[config.mk]
export PLATFORM = sky130hd
export DESIGN_NAME = fetch_bank_sched
export DESIGN_NICKNAME = d
export VERILOG_FILES = /design/src/rtl/fbs_pkg.sv /design/src/rtl/bank_pick.sv /design/src/rtl/bank_sel_reg.sv /design/src/rtl/fetch_bank_sched.sv
export SDC_FILE = /design/constraint.sdc
export NUM_CORES = 1
export LEC_CHECK = 0
export BUFFER_PORTS_ARGS = -buffer_cell sky130_fd_sc_hd__buf_2
export CAP_MARGIN = 20
export CORE_UTILIZATION = 26
export CTS_CLUSTER_DIAMETER = 60
export DETAILED_ROUTE_END_ITERATION = 12
export PLACE_DENSITY = 0.84
export SLEW_MARGIN = 10
export SYNTH_ARGS = -nofsm -noshare
export SYNTH_HDL_FRONTEND = slang
export SYNTH_SLANG_ARGS = --single-unit
[constraint.sdc]
create_clock -name clk -period 2.3 [get_ports clk]
set_input_delay 0.115 -clock clk [delete_from_list [all_inputs] [get_ports clk]]
set_output_delay 0.115 -clock clk [all_outputs]
set_load 0.05 [all_outputs]
[src/rtl/fbs_pkg.sv]
package fbs_pkg;
  localparam int unsigned FBS_NUM_BANKS = 4;
  localparam int unsigned FBS_BANK_W    = $clog2(FBS_NUM_BANKS);
  localparam int unsigned FBS_SLOTS     = 2;

  typedef logic [FBS_BANK_W-1:0] bank_t;

  typedef struct packed {
    logic  vld;
    bank_t bank_a;
    bank_t bank_b;
  } bank_sel_t;
endpackage

[src/rtl/bank_pick.sv]
module bank_pick
  import fbs_pkg::*;
(
  input  bank_t cand_i,
  input  bank_t avoid_i,
  output bank_t bank_o
);
  bank_t step;

  always_comb begin
    step   = cand_i + bank_t'(1);
    bank_o = (cand_i == avoid_i) ? step : cand_i;
  end
endmodule

[src/rtl/bank_sel_reg.sv]
module bank_sel_reg
  import fbs_pkg::*;
(
  input  logic      clk,
  input  logic      rst_n,
  input  logic      en_i,
  input  bank_sel_t d_i,
  output bank_sel_t q_o
);
  bank_sel_t q_r;
  bank_sel_t q_nxt;

  always_comb begin
    q_nxt     = q_r;
    q_nxt.vld = en_i;
    if (en_i) begin
      q_nxt.bank_a = d_i.bank_a;
      q_nxt.bank_b = d_i.bank_b;
    end
  end

  always_ff @(posedge clk or negedge rst_n) begin
    if (!rst_n) q_r <= '0;
    else        q_r <= q_nxt;
  end

  assign q_o = q_r;

  // the held banks move only on a loaded pair
  p_hold_r7: assert property (@(posedge clk) disable iff (!rst_n)
    !en_i |=> (!q_r.vld && $stable(q_r.bank_a) && $stable(q_r.bank_b)));
endmodule

[src/rtl/fetch_bank_sched.sv]
module fetch_bank_sched
  import fbs_pkg::*;
#(
  parameter int unsigned ADDR_W   = 32,
  parameter int unsigned BANK_LSB = 5
) (
  input  logic                  clk,
  input  logic                  rst_n,
  input  logic                  pair_vld_i,
  input  logic [ADDR_W-1:0]     old_addr_i,
  input  logic [ADDR_W-1:0]     young_addr_i,
  output logic [FBS_BANK_W-1:0] nxt_bank_a_o,
  output logic [FBS_BANK_W-1:0] nxt_bank_b_o,
  output logic                  sel_vld_o,
  output logic [FBS_BANK_W-1:0] sel_bank_a_o,
  output logic [FBS_BANK_W-1:0] sel_bank_b_o
);
  localparam int unsigned BANK_MSB = BANK_LSB + FBS_BANK_W - 1;

  bank_t     cand  [FBS_SLOTS];
  bank_t     avoid [FBS_SLOTS];
  bank_t     bank  [FBS_SLOTS];
  bank_sel_t sel_d;
  bank_sel_t sel_q;

  assign cand[0] = old_addr_i[BANK_MSB:BANK_LSB];
  assign cand[1] = young_addr_i[BANK_MSB:BANK_LSB];

  // previous younger bank is the registered second bank
  assign avoid[0] = sel_q.bank_b;

  for (genvar s = 0; s < FBS_SLOTS; s++) begin : g_slot
    if (s > 0) begin : g_chain
      assign avoid[s] = bank[s-1];
    end
    bank_pick u_pick (
      .cand_i  (cand[s]),
      .avoid_i (avoid[s]),
      .bank_o  (bank[s])
    );
  end

  always_comb begin
    sel_d.vld    = pair_vld_i;
    sel_d.bank_a = bank[0];
    sel_d.bank_b = bank[1];
  end

  bank_sel_reg u_sel (
    .clk   (clk),
    .rst_n (rst_n),
    .en_i  (pair_vld_i),
    .d_i   (sel_d),
    .q_o   (sel_q)
  );

  assign nxt_bank_a_o = bank[0];
  assign nxt_bank_b_o = bank[1];
  assign sel_vld_o    = sel_q.vld;
  assign sel_bank_a_o = sel_q.bank_a;
  assign sel_bank_b_o = sel_q.bank_b;

  // the two parallel reads never share a bank
  p_pair_distinct_r3: assert property (@(posedge clk) disable iff (!rst_n)
    pair_vld_i |-> (nxt_bank_a_o != nxt_bank_b_o));
  p_sel_distinct_r3: assert property (@(posedge clk) disable iff (!rst_n)
    sel_vld_o |-> (sel_bank_a_o != sel_bank_b_o));
  // the first block steps away from the previous younger block
  p_avoid_prev_r1: assert property (@(posedge clk) disable iff (!rst_n)
    pair_vld_i |-> (nxt_bank_a_o != sel_bank_b_o));
  // registered copy follows the computed pair one clock later
  p_sel_lag_r6: assert property (@(posedge clk) disable iff (!rst_n)
    pair_vld_i |=> (sel_vld_o && sel_bank_a_o == $past(nxt_bank_a_o)
                    && sel_bank_b_o == $past(nxt_bank_b_o)));
endmodule

# == After elaboration in Yosys (flattened, before gate mapping) ==
# Cells that the tools add are included.
# word_totals
register_bits,5
latchBits,0
mem_bits_rw,0
mem_bits_ro,0
inputBits,67
output_inout_bits,9
wordCells,9
mem_count,0
# op_classes
addsub,2
multipliers,0
div,0
n_lt_le_gt_ge,0
eq_ne,2
shift,0
n_mux,2
n_bitwise,0
reduce_logical,0
# op_table
cell,n
adder 2 x 1 -> 2 bit (second input constant),2
== test 2 bit,2
2-to-1 mux 2 bit,2

# == Depth between registers and ports, before layout ==
# Gate-level depths: netlist (run 1).
# logic_depth
word_depth,4
depth_mapped,5
depth_no_buf,4

# == Hierarchy ==
# From an unflattened synthesis (run 1), not the netlist that was laid out.
# hier_totals
cells_unflattened,19
area_unflattened_um2,237.7
# by_module_without_submodules
module,n_inst,cells_per_inst,area_each_um2,seq_area_each_um2
bank_sel_reg,1,9,170.2,125.1
bank_pick,2,5,33.8,0.0

# == Worst setup path before layout (run 1) ==
# Ideal clock, no wire load.
# synth_path
kind,register to register
from,"register u_sel.q_r, in the netlist u_sel.q_o[1]"
to,"register u_sel.q_r, in the netlist u_sel.q_o[2]"
setup_time_ns,0.072
arrival_time_ns,2.392
required_ns,2.228
path_slack_ns,-0.165
stages_incl_launch_ff,5
n_path_buf,1
period_less_slack_ns,2.465
path_cell_list,dfrtp_1 > buf_6 > xor2_1 > o21ai_0 > mux2_2
# synth_via
elab_chain_len,2
# synth_rtl
item,line_no,rtl
start: declaration,bank_sel_reg.sv:10,bank_sel_t q_r;
start signal: assignment,bank_sel_reg.sv:24,else q_r <= q_nxt;
== test 2 bit,bank_pick.sv:12,bank_o = (cand_i == avoid_i) ? step : cand_i;
2-to-1 mux 2 bit,bank_pick.sv:12,
net nxt_bank_a_o[0],fetch_bank_sched.sv:12,"output logic [FBS_BANK_W-1:0] nxt_bank_a_o,"
# The timed path passes the listed nets, and every way through them passes these cells.
# A chain may end at the register's enable or synchronous reset.

# == Worst setup path after layout (run 1) ==
# layout_path
from,"register u_sel.q_r, in the netlist u_sel.q_o[1]"
to,output nxt_bank_b_o[0]
# layout_via
elab_chain_len,4
# layout_rtl
item,line_no,rtl
== test 2 bit,bank_pick.sv:12,
2-to-1 mux 2 bit,bank_pick.sv:12,
== test 2 bit,bank_pick.sv:12,
2-to-1 mux 2 bit,bank_pick.sv:12,
end: declaration,fetch_bank_sched.sv:13,"output logic [FBS_BANK_W-1:0] nxt_bank_b_o,"
# No other way between the ends.

==> impl_metrics.env, run 1 <==
export IMPL_synth_net_count=108
export IMPL_grt_overflow_total=0
export IMPL_num_antenna_cells=0
export IMPL_drt_iter0_markers=3
export IMPL_syn_area_sq_um=385
export IMPL_clk_pin_slew_ns=0.04
export IMPL_synth_async_reset_ratio_pct=100
export IMPL_synth_seq_area_share_pct=32.5
export IMPL_ys_warn_count=0
export IMPL_cp_data_arrival_time_ns=1.68
export IMPL_startpoint_type="register"
export IMPL_hpwl_um=652
export IMPL_dr_total_vias=353
export IMPL_hold_slack_ns=0.0651
export IMPL_insertion_delay_ns=0.24
export IMPL_final_hold_viol_count=0
export IMPL_nets=125
export IMPL_die_y_um=40.5
export IMPL_syn_to_final_growth_pct=23.7
export IMPL_drc_errors=0
export IMPL_fin_crit_sh_pct=78.0
export IMPL_dr_pass1_iters=4
export IMPL_cts_resized=0
export IMPL_rsz0062_at_grt="false"
export IMPL_routed_wl_um=840
export IMPL_yosys_cell_count_top_type="dfrtp_1"
export IMPL_portBuffers=15
export IMPL_synth_cells=41
export IMPL_htreeDepth=1
export IMPL_tightest_slew_ns=0.316
export IMPL_grt_pass1_vias=321
export IMPL_slew_limit_headroom_pct=78.9
export IMPL_synth_seq_cells=5
export IMPL_critPathKind="reg -> out"
export IMPL_hp_class="in -> reg"
export IMPL_avgViaCountPerCell=4.90
export IMPL_fin_skew_ns=0.00104
export IMPL_ys_top_cells_by_area="dfrtp_1, buf_6, mux2_2"
export IMPL_antenna_found_initial=0
export IMPL_cp_end_kind="primary output"
export IMPL_place_congestion=0.809
export IMPL_die_w_um=40.5
export IMPL_p_per_area_nw_per_um2=978
export IMPL_cts_setup_buffers=0
export IMPL_drive_above_1_share_pct=40.4
export IMPL_status="finished, final reports clean"
export IMPL_peakVddDrop_mv=0.485
export IMPL_antenna_left=0
export IMPL_hold_buffers=1
export IMPL_crit_fanout=12
export IMPL_yosys_area_top_type_share_pct=32.5
export IMPL_die_area_sq_um=1640
export IMPL_core_sq_um=1330
export IMPL_cts_tree="done"
export IMPL_setup_violations=0
export IMPL_synth_distinct_cells=22
export IMPL_avgSynthCellArea_sq_um=9.40
export IMPL_grt_max_degree=13
export IMPL_synth_edf_count=0
export IMPL_fmax_mhz=557
export IMPL_clock_sinks=5
export IMPL_period_minus_slack_ns=1.79
export IMPL_synthFlopType="dfrtp_1"
export IMPL_num_rows=13
export IMPL_max_cap_violations=0
export IMPL_cts_buffer_depth=2
export IMPL_cts_buffers=3
export IMPL_pin_count=76
export IMPL_largest_register_ff_count=5
export IMPL_root_buffer="clkbuf_4"
export IMPL_grt_pass1_wl_um=1370
export IMPL_p_leak_uw=0.000221
export IMPL_required_ns=2.18
export IMPL_grtUsageTotal_pct=13.2
export IMPL_yosys_area_top_type="dfrtp_1"
export IMPL_slew_viol_final=0
export IMPL_synthTopCellsByCount="dfrtp_1, a21oi_1, buf_6, nand3b_1"
export IMPL_start_util_pct=28.9
export IMPL_fin_setup_tns_ns=0
export IMPL_wl_per_cell_um=11.7
[logic make-up after synthesis]
logic type	share of synthesized area (%)
flip-flops	32.5
multiplexers	9.74
AND/OR/NAND/NOR	18.8
buffers and inverters	12.0
XOR/XNOR	4.55
AO/OA/AOI/OAI	22.4
[per-layer routing]
layer	vias to the layer above	global-route usage (%)	share of wire [%]
met5	-	0	0
met4	0	10.0	0.95
li1	174	-	-
met3	2	3.33	6.7
met2	15	20.2	48
met1	162	15.7	44
[per-stage QoR]
stage,instances,setup WS (ns),power (uW),utilization (%),instance area [sq um]
2_1_floorplan,41,0.111,321,-,385
5_1_grt,72,0.369,493,35.7,477
6_report,72,0.505,466,35.7,477
4_1_cts,72,0.485,475,35.7,477
3_3_place_gp,67,0.784,358,33.0,440
3_5_place_dp,67,0.758,364,33.0,440
[power breakdown]
group	total [uW]	switching, uW	internal (uW)
Combinational	235	169	65.2
Sequential	128	22.0	106
Clock	103	37.4	65.7
Total	466	229	237
[placed cells by master, fill, tap and decap left out, drive strengths merged, types with 3 or more instances in the layout]
| master | n |
|---|---|
| o21ai | 3 |
| nand3b | 3 |
| mux2 | 3 |
| a21oi | 4 |
| clkbuf | 4 |
| dfrtp | 5 |
| buf | 15 |
[worst max-delay path, cell delays in order, from the launching register on]
cell     delay [ns]
dfrtp_1        0.52
or3b_1         0.38
a21oi_1        0.15
a21oi_1        0.08
nand2_1        0.07
buf_2          0.25
[final timing paths]
| kind | startpoint | end | slack [ns] | depth (start not counted) |
|---|---|---|---|---|
| max | u_sel.q_o[1] | nxt_bank_b_o[0] | 0.51 | 5 |
| min | pair_vld_i | u_sel.q_o[4] | 0.07 | 1 |
| max reg2reg | u_sel.q_o[1] | u_sel.q_o[1] | 0.86 | 4 |
| min reg2reg | u_sel.q_o[2] | u_sel.q_o[2] | 0.50 | 1 |
| max in group asynchronous | rst_n | u_sel.q_o[1] | 1.95 | 2 |
| min in group asynchronous | rst_n | u_sel.q_o[0] | 0.22 | 2 |
[layout make-up]
| cell class | instances | area (sq um) |
|---|---|---|
| inverters | 2 | 7.51 |
| multi-input cells | 30 | 214 |
| clock buffers | 4 | 26.3 |
| well taps | 15 | 18.8 |
| repair buffers | 16 | 85.1 |
| fillers | 145 | 857 |
| flip-flops and latches | 5 | 125 |
(Power assumes the default switching activity.)
==> run 2: changes to the inputs <==
Settings changed: ABC_AREA set to 1, CORE_UTILIZATION 26 to 20, PLACE_DENSITY 0.84 to 0.77.
Clock period 2.3 ns to 1.85 ns, I/O delays scaled along.
==> run 2 against run 1 <==
Combinational power down 4%. Sequential power is 9% higher. Via count rose by 2.0%. Cell count grew 11%. Clock-buffer cell count stayed put.
==> impl_metrics.env, run 2 <==
export IMPL_grt_max_degree=7
export IMPL_antenna_left=0
export IMPL_cp_data_arrival_time_ns=1.44
export IMPL_syn_area_sq_um=305
export IMPL_clk_pin_slew_ns=0.05
export IMPL_grt_pass1_wl_um=1170
export IMPL_dr_total_vias=360
export IMPL_intPower_uw=260
export IMPL_synth_cells=44
export IMPL_grt_pass1_vias=294
export IMPL_slew_viol_final=0
export IMPL_synthFlopType="dfrtp_1"
export IMPL_die_y_um=41.1
export IMPL_num_antenna_cells=0
export IMPL_syn_to_final_growth_pct=45.9
export IMPL_rsz0062_at_grt="false"
export IMPL_clock_sinks=5
export IMPL_antenna_found_initial=0
export IMPL_routed_wl_um=730
export IMPL_max_cap_violations=0
export IMPL_synth_async_reset_ratio_pct=100
export IMPL_die_w_um=41.1
export IMPL_synth_edf_count=0
export IMPL_cts_buffers=3
export IMPL_synthTopCellsByCount="nand2_1, inv_1, dfrtp_1, nand3_1, nand2_2"
export IMPL_yosys_area_top_type_share_pct=41.0
export IMPL_p_sw_uw=233
export IMPL_ys_warn_count=0
export IMPL_required_ns=1.76
export IMPL_placed_cell_area_sq_um=399
export IMPL_cts_buffer_depth=2
export IMPL_startpoint_type="register"
export IMPL_critPathKind="reg -> out"
export IMPL_switching_share_pct=47.3
export IMPL_combPwrFrac_pct=45.7
export IMPL_synth_net_count=111
export IMPL_pwr_share_seq_pct=28.2
export IMPL_htreeDepth=1
export IMPL_p_leak_uw=0.000266
export IMPL_final_hold_viol_count=0
export IMPL_slew_limit_headroom_pct=83.3
export IMPL_synth_seq_cells=5
export IMPL_drt_iter0_markers=10
export IMPL_largest_register_ff_count=5
export IMPL_hpwl_um=601
export IMPL_nets=133
export IMPL_period_minus_slack_ns=1.53
export IMPL_fin_area_sq_um=445
export IMPL_cts_tree="done"
export IMPL_dr_pass1_iters=4
export IMPL_pin_count=76
export IMPL_status="finished, final reports clean"
export IMPL_tightest_slew_ns=0.253
export IMPL_grtUsageTotal_pct=11.1
export IMPL_p_per_area_nw_per_um2=1110
export IMPL_setup_violations=0
export IMPL_root_buffer="clkbuf_4"
export IMPL_fmax_mhz=652
export IMPL_num_rows=13
export IMPL_mostFrequentLayoutCells="nand2_1, buf_2, inv_1, nand3_1, dfrtp_1"
export IMPL_grt_overflow_total=0
export IMPL_die_area_sq_um=1690
export IMPL_hp_class="in -> async"
export IMPL_yosys_area_top_type="dfrtp_1"
export IMPL_core_sq_um=1370
export IMPL_drive_above_1_share_pct=36.9
export IMPL_avgSynthCellArea_sq_um=6.94
export IMPL_synth_seq_area_share_pct=41.0
export IMPL_place_congestion=0.739
export IMPL_wl_per_cell_um=9.13
export IMPL_peakVddDrop_mv=0.440
export IMPL_avgViaCountPerCell=4.50
export IMPL_crit_fanout=6
export IMPL_cp_end_kind="primary output"
export IMPL_pwr_share_clk_pct=26.1
export IMPL_portBuffers=15
export IMPL_ys_top_cells_by_area="dfrtp_1, nand2_1, inv_1"
export IMPL_fin_setup_tns_ns=0
export IMPL_fin_crit_sh_pct=82.9
export IMPL_drc_errors=0
export IMPL_insertion_delay_ns=0.25
export IMPL_start_util_pct=22.3
export IMPL_p_total_uw=493
export IMPL_fin_skew_ns=0.00685
export IMPL_final_common_cell="nand2_1"
export IMPL_yosys_cell_count_top_type="nand2_1"
export IMPL_synth_distinct_cells=8
## run 2: cell types whose count changed after synthesis, moves of 3 or more
cell	previous run	this run
a21oi_1	4	0
buf_6	3	0
inv_1	2	8
nand2_1	2	17
nand2_2	0	4
nand3_1	0	5
nand3b_1	3	0
## run 2: worst max-delay path, stage by stage, from the launching register on
cell     delay, ns
dfrtp_1       0.42
inv_1         0.09
nand2_1       0.05
nand3_1       0.12
nand3_1       0.08
nand2_1       0.08
nand2_1       0.05
inv_1         0.05
buf_2         0.25
## run 2: final cells by class
cell class,count,area [sq um]
Timing Repair Buffer,17,95.1
Sequential cell,5,125
Tap cell,15,18.8
Inverter,8,30.0
Fill cell,158,921
Clock buffer,4,26.3
Multi-Input combinational cell,31,150
## run 2: kinds of logic after synthesis
kind of cell	Yosys count	share of synthesized area, %
compound gates	2	3.28
buf+inv	8	9.84
flops	5	41.0
simple gates	29	45.9
## run 2: worst paths after layout
kind | to | startpoint | slack, ns | cells after the start
max in group asynchronous | u_sel.q_o[1] | rst_n | 1.52 | 2
min | u_sel.q_o[3] | rst_n | 0.19 | 2
max | nxt_bank_b_o[1] | u_sel.q_o[1] | 0.32 | 8
max reg2reg | u_sel.q_o[0] | u_sel.q_o[1] | 0.74 | 8
min in group clk | u_sel.q_o[0] | young_addr_i[5] | 0.20 | 5
min reg2reg | u_sel.q_o[3] | u_sel.q_o[3] | 0.48 | 2
## run 2: repair_timing
| item | in CTS | in global routing |
|---|---|---|
| hold buffers | 2 | 0 |
| setup buffers | 0 | 0 |
| endpoints found under the hold margin | 6 | 0 |
| resized for setup | 0 | 0 |
## run 2: per-layer routing
metal | track usage, % | vias to the layer above | part of all wire, %
li1 | - | 178 | -
met1 | 13.0 | 161 | 44
met2 | 16.8 | 19 | 44
met3 | 0.543 | 2 | 9.9
met4 | 12.5 | 0 | 1.8
met5 | 0 | - | 0
## run 2: power by group through the flow
stage          registers, uW  clock network (uW)  logic [uW]
3_5_place_dp             141                   0         223
2_1_floorplan            194                   0         115
5_1_grt                  142                 141         242
4_1_cts                  140                 133         227
3_3_place_gp             140                   0         220
6_report                 139                 129         225
## run 2: stage by stage
step	hold WS [ns]	worst slack (ns)	instances	utilization, %
floorplan	-0.203	0.0611	44	-
global placement	-0.0942	0.599	74	29.2
detailed placement	-0.0854	0.566	74	29.2
CTS	0.186	0.301	80	32.6
global route	0.204	0.150	80	32.6
finish	0.189	0.316	80	32.6
